==> src/rtl/mbs_pkg.sv <==
package mbs_pkg;
    typedef enum logic [2:0] {
        ST_IDLE,
        ST_T1,
        ST_T2,
        ST_T3,
        ST_T4,
        ST_HOLD
    } mbs_state_e;
endpackage

==> src/rtl/mbs_sync.sv <==
module mbs_sync #(
    parameter int STAGES = 2
) (
    input  logic clk,
    input  logic rst_n,
    input  logic d,
    output logic q
);
    logic [STAGES-1:0] chain;

    generate
        if (STAGES == 1) begin : g_one
            always_ff @(posedge clk or negedge rst_n) begin
                if (!rst_n) chain <= '0;
                else        chain <= d;
            end
        end else begin : g_many
            always_ff @(posedge clk or negedge rst_n) begin
                if (!rst_n) chain <= '0;
                else        chain <= {chain[STAGES-2:0], d};
            end
        end
    endgenerate

    assign q = chain[STAGES-1];
endmodule

==> src/rtl/mbs_seq_fsm.sv <==
module mbs_seq_fsm
    import mbs_pkg::*;
#(
    parameter int ADDR_W = 20,
    parameter int DATA_W = 16
) (
    input  logic              clk,
    input  logic              rst_n,
    input  logic              hold_s,
    input  logic              req_valid,
    input  logic [ADDR_W-1:0] req_addr,
    input  logic [DATA_W-1:0] req_wdata,
    input  logic              req_write,
    input  logic              req_mem,
    input  logic [DATA_W-1:0] ad_in,
    output mbs_state_e        state,
    output logic              req_ready,
    output logic [ADDR_W-1:0] cur_addr,
    output logic [DATA_W-1:0] cur_wdata,
    output logic              cur_write,
    output logic              cur_mem,
    output logic              rsp_valid,
    output logic [DATA_W-1:0] rsp_rdata
);
    mbs_state_e state_nx;
    logic       accept;

    assign req_ready = !hold_s &&
                       (state == ST_IDLE || state == ST_T4 || state == ST_HOLD);
    assign accept    = req_valid && req_ready;

    always_comb begin
        state_nx = state;
        unique case (state)
            ST_IDLE: if (hold_s)      state_nx = ST_HOLD;
                     else if (accept) state_nx = ST_T1;
            ST_T1:   state_nx = ST_T2;
            ST_T2:   state_nx = ST_T3;
            ST_T3:   state_nx = ST_T4;
            ST_T4:   if (hold_s)      state_nx = ST_HOLD;
                     else if (accept) state_nx = ST_T1;
                     else             state_nx = ST_IDLE;
            ST_HOLD: if (hold_s)      state_nx = ST_HOLD;
                     else if (accept) state_nx = ST_T1;
                     else             state_nx = ST_IDLE;
            default: state_nx = ST_IDLE;
        endcase
    end

    always_ff @(posedge clk or negedge rst_n) begin
        if (!rst_n) state <= ST_IDLE;
        else        state <= state_nx;
    end

    always_ff @(posedge clk or negedge rst_n) begin
        if (!rst_n) begin
            cur_addr  <= '0;
            cur_wdata <= '0;
            cur_write <= 1'b0;
            cur_mem   <= 1'b1;
        end else if (accept) begin
            cur_addr  <= req_addr;
            cur_wdata <= req_wdata;
            cur_write <= req_write;
            cur_mem   <= req_mem;
        end
    end

    always_ff @(posedge clk or negedge rst_n) begin
        if (!rst_n) begin
            rsp_valid <= 1'b0;
            rsp_rdata <= '0;
        end else begin
            rsp_valid <= (state == ST_T4) && !cur_write;
            if ((state == ST_T4) && !cur_write) rsp_rdata <= ad_in;
        end
    end

    // the bus is yielded only from an idle clock or the end of T4
    a_r8_release_at_boundary: assert property (@(posedge clk) disable iff (!rst_n)
        (state == ST_HOLD && $past(state) != ST_HOLD) |->
        ($past(state) == ST_T4 || $past(state) == ST_IDLE));

    // a response is a single-clock pulse
    a_r6_rsp_single: assert property (@(posedge clk) disable iff (!rst_n)
        rsp_valid |=> !rsp_valid);

    // an accepted request always starts with T1
    a_r10_accept_starts_t1: assert property (@(posedge clk) disable iff (!rst_n)
        (req_valid && req_ready) |=> state == ST_T1);
endmodule

==> src/rtl/mbs_pin_drive.sv <==
module mbs_pin_drive
    import mbs_pkg::*;
#(
    parameter int ADDR_W = 20,
    parameter int DATA_W = 16,
    parameter int IO_W   = 16
) (
    input  logic              clk,
    input  logic              rst_n,
    input  mbs_state_e        state,
    input  logic [ADDR_W-1:0] cur_addr,
    input  logic [DATA_W-1:0] cur_wdata,
    input  logic              cur_write,
    input  logic              cur_mem,
    input  logic              req_valid,
    input  logic              req_ready,
    input  logic              req_mem,
    output logic              ale,
    output logic              rd_n,
    output logic              wr_n,
    output logic              mio,
    output logic              dtr,
    output logic              ctl_oe,
    output logic              hlda,
    output logic [ADDR_W-1:0] ad_out,
    output logic              ad_oe
);
    localparam int IO_PAD  = ADDR_W - IO_W;
    localparam int DAT_PAD = ADDR_W - DATA_W;

    logic in_data_phase;
    assign in_data_phase = (state == ST_T2) || (state == ST_T3) || (state == ST_T4);

    always_comb begin
        ale    = 1'b0;
        rd_n   = 1'b1;
        wr_n   = 1'b1;
        ad_oe  = 1'b0;
        ad_out = '0;
        ctl_oe = (state != ST_HOLD);
        hlda   = (state == ST_HOLD);
        dtr    = (state == ST_IDLE) ? 1'b1 : cur_write;
        mio    = cur_mem;
        unique case (state)
            ST_IDLE: if (req_valid && req_ready) mio = req_mem;
            ST_T1: begin
                ale    = 1'b1;
                ad_oe  = 1'b1;
                ad_out = cur_mem ? cur_addr : {{IO_PAD{1'b0}}, cur_addr[IO_W-1:0]};
            end
            ST_T2, ST_T3: begin
                rd_n = cur_write;
                wr_n = !cur_write;
            end
            ST_T4:   if (req_valid && req_ready) mio = req_mem;
            ST_HOLD: dtr = 1'b0;
            default: ;
        endcase
        if (in_data_phase && cur_write) begin
            ad_oe  = 1'b1;
            ad_out = {{DAT_PAD{1'b0}}, cur_wdata};
        end
    end

    // address strobe lasts one clock
    a_r3_ale_one_clock: assert property (@(posedge clk) disable iff (!rst_n)
        $rose(ale) |=> !ale);

    // read strobe low for exactly two clocks
    a_r4_rd_two_low: assert property (@(posedge clk) disable iff (!rst_n)
        $fell(rd_n) |=> !rd_n);
    a_r4_rd_ends: assert property (@(posedge clk) disable iff (!rst_n)
        (!rd_n && !$past(rd_n)) |=> rd_n);
    a_r4_no_contention: assert property (@(posedge clk) disable iff (!rst_n)
        !rd_n |-> !ad_oe);

    // write strobe low for exactly two clocks
    a_r5_wr_two_low: assert property (@(posedge clk) disable iff (!rst_n)
        $fell(wr_n) |=> !wr_n);
    a_r5_wr_ends: assert property (@(posedge clk) disable iff (!rst_n)
        (!wr_n && !$past(wr_n)) |=> wr_n);

    // nothing driven while the bus is released
    a_r8_hold_hiz: assert property (@(posedge clk) disable iff (!rst_n)
        hlda |-> (!ctl_oe && !ad_oe));
endmodule

==> src/rtl/mux_bus_seq.sv <==
module mux_bus_seq
    import mbs_pkg::*;
#(
    parameter int ADDR_W      = 20,
    parameter int DATA_W      = 16,
    parameter int IO_W        = 16,
    parameter int SYNC_STAGES = 2
) (
    input  logic              clk,
    input  logic              rst_n,
    input  logic              req_valid,
    output logic              req_ready,
    input  logic [ADDR_W-1:0] req_addr,
    input  logic [DATA_W-1:0] req_wdata,
    input  logic              req_write,
    input  logic              req_mem,
    output logic              rsp_valid,
    output logic [DATA_W-1:0] rsp_rdata,
    input  logic              hold_in,
    output logic              hlda,
    output logic              ale,
    output logic              rd_n,
    output logic              wr_n,
    output logic              mio,
    output logic              dtr,
    output logic              ctl_oe,
    output logic [ADDR_W-1:0] ad_out,
    output logic              ad_oe,
    input  logic [DATA_W-1:0] ad_in
);
    logic              hold_s;
    mbs_state_e        state;
    logic [ADDR_W-1:0] cur_addr;
    logic [DATA_W-1:0] cur_wdata;
    logic              cur_write;
    logic              cur_mem;

    mbs_sync #(.STAGES(SYNC_STAGES)) u_sync (
        .clk(clk), .rst_n(rst_n), .d(hold_in), .q(hold_s)
    );

    mbs_seq_fsm #(.ADDR_W(ADDR_W), .DATA_W(DATA_W)) u_fsm (
        .clk(clk), .rst_n(rst_n), .hold_s(hold_s),
        .req_valid(req_valid), .req_addr(req_addr), .req_wdata(req_wdata),
        .req_write(req_write), .req_mem(req_mem), .ad_in(ad_in),
        .state(state), .req_ready(req_ready),
        .cur_addr(cur_addr), .cur_wdata(cur_wdata),
        .cur_write(cur_write), .cur_mem(cur_mem),
        .rsp_valid(rsp_valid), .rsp_rdata(rsp_rdata)
    );

    mbs_pin_drive #(.ADDR_W(ADDR_W), .DATA_W(DATA_W), .IO_W(IO_W)) u_pins (
        .clk(clk), .rst_n(rst_n), .state(state),
        .cur_addr(cur_addr), .cur_wdata(cur_wdata),
        .cur_write(cur_write), .cur_mem(cur_mem),
        .req_valid(req_valid), .req_ready(req_ready), .req_mem(req_mem),
        .ale(ale), .rd_n(rd_n), .wr_n(wr_n), .mio(mio), .dtr(dtr),
        .ctl_oe(ctl_oe), .hlda(hlda), .ad_out(ad_out), .ad_oe(ad_oe)
    );
endmodule

==> config.mk <==
export PLATFORM = sky130hd
export DESIGN_NAME = mux_bus_seq
export DESIGN_NICKNAME = d
export VERILOG_FILES = /design/src/rtl/mbs_pkg.sv /design/src/rtl/mbs_sync.sv /design/src/rtl/mbs_seq_fsm.sv /design/src/rtl/mbs_pin_drive.sv /design/src/rtl/mux_bus_seq.sv
export SDC_FILE = /design/constraint.sdc
export NUM_CORES = 1
export LEC_CHECK = 0
export BUFFER_PORTS_ARGS = -buffer_cell sky130_fd_sc_hd__buf_2
export CELL_PAD_IN_SITES_DETAIL_PLACEMENT = 1
export CELL_PAD_IN_SITES_GLOBAL_PLACEMENT = 1
export CORE_ASPECT_RATIO = 1.1
export CORE_MARGIN = 4
export CORE_UTILIZATION = 40
export DETAILED_ROUTE_END_ITERATION = 12
export GPL_TIMING_DRIVEN = 0
export PLACE_DENSITY_LB_ADDON = 0.1
export SLEW_MARGIN = 20
export SYNTH_ARGS = -nofsm -noshare
export SYNTH_HDL_FRONTEND = slang
export SYNTH_SLANG_ARGS = --single-unit
==> constraint.sdc <==
create_clock -name clk -period 5 [get_ports clk]
set_input_delay 0.25 -clock clk [delete_from_list [all_inputs] [get_ports clk]]
set_output_delay 0.25 -clock clk [all_outputs]
set_load 0.02 [all_outputs]
== Yosys cells after proc, flatten, opt, wreduce, memory -nomap -nowiden ==
Index checks and enable logic that the tools add are counted.

* Multipliers: 0
* Order comparisons: 0
* Shift-type cells: 0
* Add/sub/neg operators: 0
* Bitwise gates (word level): 0
* Equal/unequal tests: 7
* Divide/modulo/power cells: 0
* Muxes and demuxes: 16
* Reductions and logical operators: 14

{| class="wikitable"
|+ Operators with widths
! operator !! count
|-
| $mux 20 || 3
|-
| $pmux 3 s5 || 1
|-
| $mux 1 || 9
|-
| $mux 3 || 3
|-
| $eq 3x2->1 const B || 2
|-
| $eq 3x3->1 const B || 2
|-
| $reduce_or 2->1 || 3
|-
| $logic_and 1x1->1 || 4
|-
| $logic_or 1x1->1 || 4
|-
| $eq 3x1->1 const B || 1
|-
| $logic_not 3->1 || 1
|-
| $ne 3x2->1 const B || 1
|-
| $ne 3x3->1 const B || 1
|-
| $logic_not 1->1 || 2
|}

* ROM bits: 0
* Memories: 0
* Register bits after elaboration: 60
* Memory bits (writable): 0
* Input port bits: 58
* Bits in latches: 0

== Depth between registers and ports, before layout ==
* Depth in word-level cells: 8
* Gate-level depth with buffers: 6

== Hierarchy ==
A second synthesis with hierarchy kept.

* Cell total of the unflattened synthesis: 231
* Area total of the unflattened synthesis: 2,991.6 sq um

{| class="wikitable"
|+ Modules (own cells, without submodules)
! module !! sequential area each (sq um) !! times used !! area an instance (sq um) !! cells an instance
|-
| mbs_seq_fsm || 1,452.6 || 1 || 2,230.9 || 131
|-
| mbs_pin_drive || 0.0 || 1 || 710.7 || 98
|-
| mbs_sync || 50.0 || 1 || 50.0 || 2
|}

== Least setup slack after synthesis ==
Ideal clock, no wire load.

* Kind: register -> output
* From: register u_fsm.state[1]
* To: output port ad_out[10]
* Buffers on the path: 2
* Cell stages (with the launch flop): 6
* Data arrival time: 1.591 ns
* Required time: 4.750 ns
* Setup slack: 3.159 ns
* Cell sequence: dfrtp_1 -> clkbuf_1 -> nor3b_1 -> o21a_1 -> clkbuf_1 -> a22o_1

* Longest elaborated chain between the ends: 5

{| class="wikitable"
|+ RTL lines
! what !! RTL line !! text
|-
| start: declaration || mbs_seq_fsm.sv:16 || <nowiki>output mbs_state_e state,</nowiki>
|-
| start signal: assignment || mbs_seq_fsm.sv:52 || <nowiki>else state <= state_nx;</nowiki>
|-
| $eq 3x2->1 || mbs_pin_drive.sv:32 || <nowiki>assign in_data_phase = (state == ST_T2) || (state == ST_T3) || (state == ST_T4);</nowiki>
|-
| $logic_or 1x1->1 (2 in series) || mbs_pin_drive.sv:32 ||
|-
| $logic_and 1x1->1 || mbs_pin_drive.sv:59 || <nowiki>if (in_data_phase && cur_write) begin</nowiki>
|-
| $mux 20 * || mbs_pin_drive.sv:59 ||
|-
| end: declaration || mux_bus_seq.sv:27 || <nowiki>output logic [ADDR_W-1:0] ad_out,</nowiki>
|}

Every way passes the cells marked *; elsewhere a longest branch is shown, timed or not.

== Final worst setup path ==
* From: register u_fsm.state[1]
* To: output port ad_out[12]

The elaborated chain is that of the path after synthesis.

==> impl_results.md <==
- Status: finished clean
- CP Cell Sequence: clkbuf_1, nor3b_1, o21a_1, clkbuf_1, a22o_1, buf_2
- Routed Antenna Nets: 0
- CP max stage delay: 440 ps
- Yosys warns: 0
- Placer Congestion: 0.716
- Wirelength, routed: 6030 µm
- Clock transition at the registers of the reported paths: 70 ps
- Die height: 92.7 µm
- First-pass GRT wire length: 9700 µm
- Crit path launch type: register
- Design Area, Final: 0.00341 mm²
- Syn_nets: 230
- Slowest cell on the critical path: clkbuf_1
- Largest net degree at the start of global routing: 61
- Mux contribution to synthesized area: 0.266
- Final period demand of the worst path: 2610 ps
- Vias: 1828
- Sequential share of the synthesized area: 0.576
- Chip width: 85.0 µm
- Global Route Usage Sum: 0.160
- Pleak: 1.74 nW
- Port bufs: 103
- Hold WS: 142 ps
- Resized cells post-CTS: 0
- Inserted Clock Buffers: 9
- Initial Util: 0.416
- Post-CTS Setup Bufs: 0
- Worst Hold Class: in2reg
- Worst path most repeated cell: clkbuf_1
- Largest family of logic cells by synthesized area: multiplexers
- Dpl cells: 355
- Total negative slack: 0 ps
- CTS sink cnt: 60
- DRC Markers: 0
- CORE AREA: 0.00627 mm²
- Ports: 104
- Max-cap viol count: 0
- Pwr Density: 679 mW/mm²
- Row Count: 30
- Peak supply drop: 0.000314 V
- Max Root-Sink Buffers: 2
- Layout cells sized above 1: 0.628
- Fmax: 0.384 GHz
- Final hold vios: 0
- Yosys reg bits: 60
- Syn Area/Cell: 15.2 µm²
- Worst path bufs/invs: 3
- Max_slew headroom: 0.400
- Xor-xnor portion of the synthesized cell area: 0
- Post-place setup slack: 2700 ps
- Commonest non-fill, non-tap cell in the layout: buf_2
- Critical path class: reg2out
- Synth cell types: 26
- Initial DRC Count: 67
- # nets final: 346
- Area growth syn-to-layout: 30.9%
- Vias in the first global route: 1982
- Drt wl/cell: 16.2 µm
- Endpoint type of the worst setup path: output pin
- Final Worst Setup Slack: 2390 ps
- Final Non-Filler Cells: 373
- Initial antenna violation count: 0
- Adder-Cell Fraction of Synth Area: 0
- Vias per cell: 4.90
- Final count of negative-setup-slack endpoints: 0
- Mapped Cells: 172
- Final Slew Violations: 0
- Root Driver: clkbuf_8
- RSZ-0062 raised after global routing: no
- Slew at the pin closest to its max-slew limit: 898 ps
- Post-synthesis compound-gate area fraction: 0.0653
- DP HPWL: 4430 µm
- DP Area: 0.00323 mm²
- Top delay family on crit path: buffers and inverters
- Die footprint: 0.00788 mm²
- CP arrival: 2360 ps
- Netlist Area Pre-Place: 0.00261 mm²
- Clk_lat worst skew: 330 ps
- H-tree depth: 3
- CTS tree: built
- TritonRoute pass-1 iters: 4
- Final Cycle Share: 0.521
- Grt total ovfl: 0
- Critical Path Fanout Max: 10
- Commonest non-fill, non-tap cells in the layout: buf_2 (104), dfrtp_1 (59), mux2_2 (35)
- Antenna cells: 0
- Fin Clk Skew: 5.96 ps
- Synth Area in Simple Gates: 0.0638
- Critical Path RT: 4750 ps
## Yosys cell counts
cell type,n,area share
nand2b_1,4,0.0096
buf_2,2,0.0038
nor2_1,3,0.0043
nor3b_1,1,0.0029
a211oi_1,1,0.0029
nor4b_2,1,0.0058
nor2b_1,2,0.0048
inv_1,1,0.0014
buf_6,4,0.017
clkbuf_1,4,0.0058
nor3_1,2,0.0038
mux2_2,35,0.15
mux2_4,20,0.12
nand2_1,3,0.0043
and2_1,1,0.0024
or4b_4,1,0.0053
nor4b_1,1,0.0034
nor2b_4,1,0.0053
a21oi_1,2,0.0038
and3_1,4,0.0096
o21ai_0,1,0.0019
dfrtp_1,59,0.57
dfstp_2,1,0.010
a22o_1,16,0.054
or2_2,1,0.0024
o21a_1,1,0.0029
## routing by layer
metal / share of wire / GRT usage
met5: 0 / 0
met4: 0.014 / 0.0752
met3: 0.068 / 0.0587
met2: 0.50 / 0.252
met1: 0.41 / 0.194
## area by class of cell
type | instances | area (µm²)
timing repair buffer | 105 | 538
fill | 677 | 2850
tap | 80 | 100
buffer | 10 | 70.1
inverter | 1 | 3.75
clock buffer | 10 | 128
sequential | 60 | 1500
multi-input combinational | 101 | 1030
clock inverter | 6 | 41.3
## logic make-up after synthesis
logic type / after synthesis
buffers and inverters: 11
muxes: 55
and+or+nand+nor: 25
DFF: 60
AOI/OAI and AO/OA: 21
## path summary, 6_finish.rpt
check,to,cells past startpoint,slack (ps),startpoint
max,ad_out[12],6,2390,u_fsm.state[1]
min,u_fsm.rsp_rdata[14],2,140,ad_in[14]
max reg2reg,u_fsm.rsp_rdata[7],3,2980,u_fsm.state[2]
min reg2reg,u_sync.chain[1],0,360,u_sync.chain[0]
max in group asynchronous,u_fsm.cur_addr[17],2,3960,rst_n
min in group asynchronous,u_fsm.rsp_rdata[15],2,530,rst_n
## registers in the layout, summed over array words and instances (netlist names)
name / cells
u_fsm.cur_addr: 20
u_fsm.cur_wdata: 16
u_fsm.rsp_rdata: 16
u_fsm.state: 3
u_sync.chain: 2
u_fsm.cur_mem: 1
u_fsm.cur_write: 1
u_fsm.rsp_valid: 1
## timing repair
item,CTS,global route
hold endpoints to repair,5,0
hold buffers,2,0
setup endpoints to repair,0,0
## power breakdown
part	switching (mW)	total [mW]	internal (mW)	leakage, nW
Combinational	0.564	1.09	0.526	0.947
Clock	0.189	0.368	0.178	0.0783
Sequential	0.135	0.862	0.727	0.715
## stage by stage
stage | util | power [mW]
after floorplan | - | 1.63
after global placement | 0.514 | 1.95
after detailed placement | 0.515 | 1.98
after CTS | 0.545 | 2.37
after global routing | 0.545 | 2.48
final | 0.545 | 2.32
Note: power is estimated with default switching activity, not from simulation.
